### src/rtl/vac_pkg.sv
package vac_pkg;
    localparam int NUM_VEC   = 256;
    localparam int VEC_W     = $clog2(NUM_VEC);
    localparam int WORD_W    = 32;
    localparam int NUM_WORDS = NUM_VEC / WORD_W;
    localparam int WSEL_W    = $clog2(NUM_WORDS);
    localparam int ADDR_W    = 12;
    localparam int SPUR_W    = 9;
    localparam int EN_BIT    = 8;
    localparam int ERR_BIT   = 7;
    localparam logic [SPUR_W-1:0] SPUR_RST = 9'h0FF;

    typedef enum logic [3:0] {
        K_TPR, K_PPR, K_EOI, K_SPUR, K_ISR, K_TMR, K_IRR, K_ERR, K_BAD
    } reg_kind_e;

    typedef struct packed {
        logic             valid;
        logic [VEC_W-1:0] vec;
    } top_t;

    function automatic logic [3:0] class_of(input logic [VEC_W-1:0] v);
        return v[VEC_W-1 -: 4];
    endfunction

    function automatic reg_kind_e decode(input logic [7:0] idx);
        reg_kind_e k;
        k = K_BAD;
        if (idx == 8'h08)               k = K_TPR;
        else if (idx == 8'h0A)          k = K_PPR;
        else if (idx == 8'h0B)          k = K_EOI;
        else if (idx == 8'h0F)          k = K_SPUR;
        else if (idx[7:3] == 5'b00010)  k = K_ISR;
        else if (idx[7:3] == 5'b00011)  k = K_TMR;
        else if (idx[7:3] == 5'b00100)  k = K_IRR;
        else if (idx == 8'h28)          k = K_ERR;
        return k;
    endfunction
endpackage

### src/rtl/vac_msb_find.sv
module vac_msb_find #(
    parameter int W  = 256,
    parameter int IW = $clog2(W)
) (
    input  logic [W-1:0]  bits,
    output logic          valid,
    output logic [IW-1:0] idx
);
    always_comb begin
        valid = 1'b0;
        idx   = '0;
        for (int i = 0; i < W; i++) begin
            if (bits[i]) begin
                valid = 1'b1;
                idx   = IW'(i);
            end
        end
    end
endmodule

### src/rtl/vac_prio.sv
module vac_prio
    import vac_pkg::*;
(
    input  logic             enable,
    input  logic [VEC_W-1:0] tpr,
    input  top_t             isr_top,
    input  top_t             irr_top,
    output logic [VEC_W-1:0] ppr,
    output logic             irq
);
    logic [3:0] isr_cls;

    always_comb begin
        isr_cls = isr_top.valid ? class_of(isr_top.vec) : 4'h0;
        if (class_of(tpr) >= isr_cls) ppr = tpr;
        else                          ppr = {isr_cls, 4'h0};
        irq = enable && irr_top.valid &&
              ((ppr == '0) || (class_of(irr_top.vec) > class_of(ppr)));
    end
endmodule

### src/rtl/vac_core.sv
module vac_core
    import vac_pkg::*;
(
    input  logic              clk,
    input  logic              rst,
    input  logic              in_valid,
    input  logic [VEC_W-1:0]  in_vector,
    input  logic              in_level,
    input  logic              ack,
    output logic              ack_hit,
    output logic [VEC_W-1:0]  ack_vector,
    output logic              irq,
    input  logic              reg_wr,
    input  logic              reg_rd,
    input  logic [ADDR_W-1:0] reg_addr,
    input  logic [WORD_W-1:0] reg_wdata,
    output logic [WORD_W-1:0] reg_rdata
);
    logic [NUM_VEC-1:0] irr_q, isr_q, tmr_q;
    logic [NUM_VEC-1:0] irr_n, isr_n, tmr_n;
    logic [VEC_W-1:0]   tpr_q;
    logic [SPUR_W-1:0]  spur_q;
    logic               err_q;

    top_t               irr_top, isr_top;
    logic [VEC_W-1:0]   ppr;
    reg_kind_e          kind;
    logic [WSEL_W-1:0]  wsel;
    logic               take, spurious, eoi, bad;

    vac_msb_find #(.W(NUM_VEC)) u_irr_find (
        .bits(irr_q), .valid(irr_top.valid), .idx(irr_top.vec)
    );
    vac_msb_find #(.W(NUM_VEC)) u_isr_find (
        .bits(isr_q), .valid(isr_top.valid), .idx(isr_top.vec)
    );
    vac_prio u_prio (
        .enable(spur_q[EN_BIT]), .tpr(tpr_q), .isr_top(isr_top),
        .irr_top(irr_top), .ppr(ppr), .irq(irq)
    );

    always_comb begin
        kind     = decode(reg_addr[ADDR_W-1:4]);
        wsel     = reg_addr[4 +: WSEL_W];
        take     = ack && spur_q[EN_BIT] && irr_top.valid;
        spurious = take && (tpr_q != '0) && (irr_top.vec <= tpr_q);
        eoi      = reg_wr && (kind == K_EOI) && isr_top.valid;
        bad      = (reg_wr && kind == K_BAD) ||
                   (reg_rd && (kind == K_BAD || kind == K_EOI));
        ack_hit    = take;
        ack_vector = !take ? '0 : (spurious ? spur_q[VEC_W-1:0] : irr_top.vec);

        irr_n = irr_q;
        isr_n = isr_q;
        tmr_n = tmr_q;
        if (take)               irr_n[irr_top.vec] = 1'b0;
        if (in_valid)           irr_n[in_vector]   = 1'b1;
        if (in_valid)           tmr_n[in_vector]   = in_level;
        if (eoi)                isr_n[isr_top.vec] = 1'b0;
        if (take && !spurious)  isr_n[irr_top.vec] = 1'b1;

        reg_rdata = '0;
        if (reg_rd) begin
            case (kind)
                K_TPR:   reg_rdata = WORD_W'(tpr_q);
                K_PPR:   reg_rdata = WORD_W'(ppr);
                K_SPUR:  reg_rdata = WORD_W'(spur_q);
                K_ISR:   reg_rdata = isr_q[wsel*WORD_W +: WORD_W];
                K_TMR:   reg_rdata = tmr_q[wsel*WORD_W +: WORD_W];
                K_IRR:   reg_rdata = irr_q[wsel*WORD_W +: WORD_W];
                K_ERR:   reg_rdata = WORD_W'(err_q) << ERR_BIT;
                default: reg_rdata = '0;
            endcase
        end
    end

    always_ff @(posedge clk) begin
        if (rst) begin
            irr_q  <= '0;
            isr_q  <= '0;
            tmr_q  <= '0;
            tpr_q  <= '0;
            spur_q <= SPUR_RST;
            err_q  <= 1'b0;
        end else begin
            irr_q <= irr_n;
            isr_q <= isr_n;
            tmr_q <= tmr_n;
            if (reg_wr && kind == K_TPR)  tpr_q  <= reg_wdata[VEC_W-1:0];
            if (reg_wr && kind == K_SPUR) spur_q <= reg_wdata[SPUR_W-1:0];
            if (bad)                      err_q  <= 1'b1;
        end
    end
endmodule

### config.mk
export PLATFORM = sky130hd
export DESIGN_NAME = vac_core
export DESIGN_NICKNAME = d
export VERILOG_FILES = /design/src/rtl/vac_pkg.sv /design/src/rtl/vac_msb_find.sv /design/src/rtl/vac_prio.sv /design/src/rtl/vac_core.sv
export SDC_FILE = /design/constraint.sdc
export NUM_CORES = 2
export LEC_CHECK = 0
export ABC_AREA = 1
export BUFFER_PORTS_ARGS = -buffer_cell sky130_fd_sc_hd__buf_2
export CAP_MARGIN = 0
export CORE_MARGIN = 10
export CORE_UTILIZATION = 39
export DETAILED_ROUTE_END_ITERATION = 16
export GPL_TIMING_DRIVEN = 0
export SETUP_SLACK_MARGIN = 0.3
export SLEW_MARGIN = 20
export SYNTH_ARGS = -nofsm -noshare
export SYNTH_HDL_FRONTEND = slang
export SYNTH_HIERARCHICAL = 1
export SYNTH_SLANG_ARGS = --single-unit
### constraint.sdc
create_clock -name clk -period 15.2 [get_ports clk]
set_clock_uncertainty 0.1 [all_clocks]
set_input_delay 1.52 -clock clk [delete_from_list [all_inputs] [get_ports clk]]
set_output_delay 1.52 -clock clk [all_outputs]
set_load 0.01 [all_outputs]
==> metrics <==
outcome=complete, but fails checks; failing checks=negative setup slack; 1st-iter DRT viols=between 9000 and 10000; part of the power in registers=between 30% and 40%; Seq cells post-synth=approximately 790; nets=approximately 8000; final wirelength=311.4 mm; Max Slew Vio Count=0; DRC Markers=0; f_max=between 0.05 and 0.06 GHz; maxcap violations=0; CTS tree=done; Die Wd=around 370 µm; final setup margin=-3.499 ns; post-synthesis sequential area ratio=around a third; Comb pwr share=between 10% and 20%; Leakage=around 21 nW; Initial Utilization=around two fifths; CTS root buf=clkbuf_16; growth of design area from synthesis to finish=19.12%; Sink Count=a little under 800; Detail Route Antenna Nets=0; Pwr Total=0.005419 W; worst vdd ir=between 0.09 and 0.1 mV; critical path launch point type=register; first-pass GRT wire length=approximately 420 mm; critical path class=reg -> out; gpl congestion=roughly 1.1; H-tree Lvls=3; Syn. warnings=6; DP HPWL=approximately 250 mm; Max stage delay on crit path=~0.4 ns; Area after DPL=49570 µm²; post-DR wirelength/cell=between 30 and 40 µm; filler instances=13104; clock network power share=between 40% and 50%; Die H=366.7 µm; Clock transition at path regs=0.06 ns; RSZ-0062 raised after global routing=true; Synth Area in Simple Gates=a little over a third; setup TNS=-838.82 ns; commonest non-fill, non-tap cell in the layout=nand2_1; vias per inst=around 6.0; port bufs=71; total global-route track usage=43.70%; Distinct cells, synth=45; CP delay by family, top=simple AND/OR/NAND/NOR gates; CP max FO=8; Std-Cell Rows=127; Slew HR=approximately 6.2%; Sw Pwr=0.001681 W; vias in the first global route=approximately 52000; sw frac=a little under a third; Power per Cell Area=between 90 and 100 nW/µm²; CP Data Arrival Time=17.08 ns; commonest cells after routing, fill and taps aside=nand2_1, nor2_1, inv_1, dfxtp_1, a21oi_1; largest net degree at the start of global routing=15; cell area after layout=roughly 56000 µm²; Die Footprint=134400 µm²; worst slew pin tran=around 1.4 ns; Core ar.=119700 µm²; initial antenna violation count=25; crit path capture type=primary output; xor and xnor area share after synthesis=0%; Synth Net Count=around 8000; mux cell area share after synthesis=0%; adder-cell share of the synthesized area=less than 1%; final setup vio count=520; Max clock buf depth=3; total internal power=0.003739 W; TritonCTS buffer count=97; worst hold path type=reg -> reg; fraction of layout cells with a size suffix above 1=11.22%; Post-Synthesis Cells=just under 8000; CP max stage cell=dfxtp_4; vias=roughly 59000; largest family of logic cells by synthesized area=simple AND/OR/NAND/NOR gates; # IOs=between 100 and 150; drt first pass iters=7; Compound-Gate Fraction of Synth Area=between 10% and 20%; global route overflow=0; Mapped Area=46870 µm²; final hold vios=0; Syn Area/Cell=between 5 and 6 µm²; most frequent CP cell=nand2_1; Skew-Pair Late Insertion Delay=between 0.7 and 0.8 ns; fin crit share=123.0%; buffers and inverters on the worst path=4; Data required, critical path=between 10 and 15 ns; fin crit period=around 19 ns
[final timing paths]
kind / from / endpoint / slack (ns) / depth (start not counted)
min reg2reg: tmr_q[131] / tmr_q[131] / 0.36 / 2
max reg2reg: irr_q[1] / irr_q[215] / -2.29 / 262
max: irr_q[1] / ack_vector[0] / -3.50 / 267
min: tmr_q[131] / tmr_q[131] / 0.36 / 2
[stage by stage]
step	instances	setup slack [ns]	utilization [%]	hold slack, ns
finish	9833	-3.499	46.66	0.3581
global route	9816	-5.319	46.63	0.3847
CTS	9797	-2.969	45.74	0.3575
detailed placement	9584	-4.155	41.43	0.3483
global placement	9571	-4.265	41.15	0.3408
floorplan	7888	1.198	-	0.3299
[worst reg2reg max path, delay by kind of cell, from the launching register on]
| kind | cells | cell delay, ns |
|---|---|---|
| AND/OR/NAND/NOR | 257 | 15.55 |
| buffers and inverters | 3 | 0.78 |
| AO/OA/AOI/OAI | 2 | 0.45 |
| flip-flops | 1 | 0.40 |
[metal layers]
| layer | vias to the layer above | track usage [%] | routed length (µm) |
|---|---|---|---|
| li1 | 25883 | - | - |
| met1 | 27851 | 56.97 | 121800 |
| met2 | 4408 | 61.16 | 122800 |
| met5 | - | 0 | 119 |
| met3 | 961 | 14.29 | 43050 |
| met4 | 18 | 28.04 | 23610 |
[cell usage after synthesis, drive strengths merged]
| master | n | area share [%] |
|---|---|---|
| dfxtp | 786 | 34 |
| clkbuf | 336 | 2.7 |
| o2111a | 1 | 0.024 |
| nand3 | 613 | 6.6 |
| o31ai | 9 | 0.14 |
| nor2 | 1286 | 10 |
| o22ai | 109 | 1.5 |
| ha | 15 | 0.40 |
| buf | 114 | 1.1 |
| inv | 877 | 7.0 |
| nand2 | 2017 | 16 |
| o211ai | 15 | 0.24 |
| o21bai | 17 | 0.27 |
| nor3b | 2 | 0.032 |
| clkinv | 11 | 0.088 |
| nor4 | 18 | 0.24 |
| o21a | 23 | 0.37 |
| a21oi | 706 | 7.5 |
| bufinv | 32 | 1.2 |
| nor4b | 2 | 0.037 |
| o311ai | 8 | 0.15 |
| a22oi | 2 | 0.032 |
| o21ai | 697 | 7.5 |
| or2 | 2 | 0.027 |
| nor3 | 28 | 0.33 |
| nand4 | 131 | 1.7 |
| a221oi | 2 | 0.037 |
| a31oi | 16 | 0.21 |
| a21boi | 13 | 0.21 |
[flip-flops by register name (all words and copies together), names as in the netlist]
register / cells
irr_q: 256
isr_q: 256
tmr_q: 256
spur_q: 9
tpr_q: 8
err_q: 1
[final cells by class]
type	count	area, µm²	share of cell area [%]
Multi-Input combinational cell	5732	27040	48.44
Clock buffer	131	2796	5.009
Antenna cell	18	45.04	0.08068
Inverter	920	3948	7.070
Sequential cell	786	15740	28.20
Buffer	450	2414	4.323
Clock inverter	48	669.4	1.199
Tap cell	1612	2017	3.612
Timing Repair Buffer	136	1155	2.068
[cells by family (layout without fill, tap and decap cells)]
group                    count (synthesis)  in the layout
other                                    0             18
buffers and inverters                 1370           1685
AO/OA/AOI/OAI                         1618           1618
adder cells (fa/ha/maj)                 15             15
flip-flops                             786            786
AND/OR/NAND/NOR                       4099           4099
[power by group through the flow]
| stage | Sequential (W) | Clock (W) | Combinational (W) |
|---|---|---|---|
| 2_1_floorplan | 0.00211 | 0 | 0.000305 |
| 3_3_place_gp | 0.00211 | 0 | 0.000606 |
| 3_5_place_dp | 0.00211 | 0 | 0.000611 |
| 4_1_cts | 0.00207 | 0.00259 | 0.000667 |
| 5_1_grt | 0.00207 | 0.00266 | 0.000745 |
| 6_report | 0.00207 | 0.00261 | 0.000742 |
[what timing repair did]
action                                  in CTS  in global routing
endpoints found under the setup margin     520                520
buffers inserted                            32                 17
hold buffers                                 0                  0
cloned                                       2                  1
pin swaps                                   50                 67
resized for setup                          371                258
Note: power is estimated with default switching activity, not from simulation.
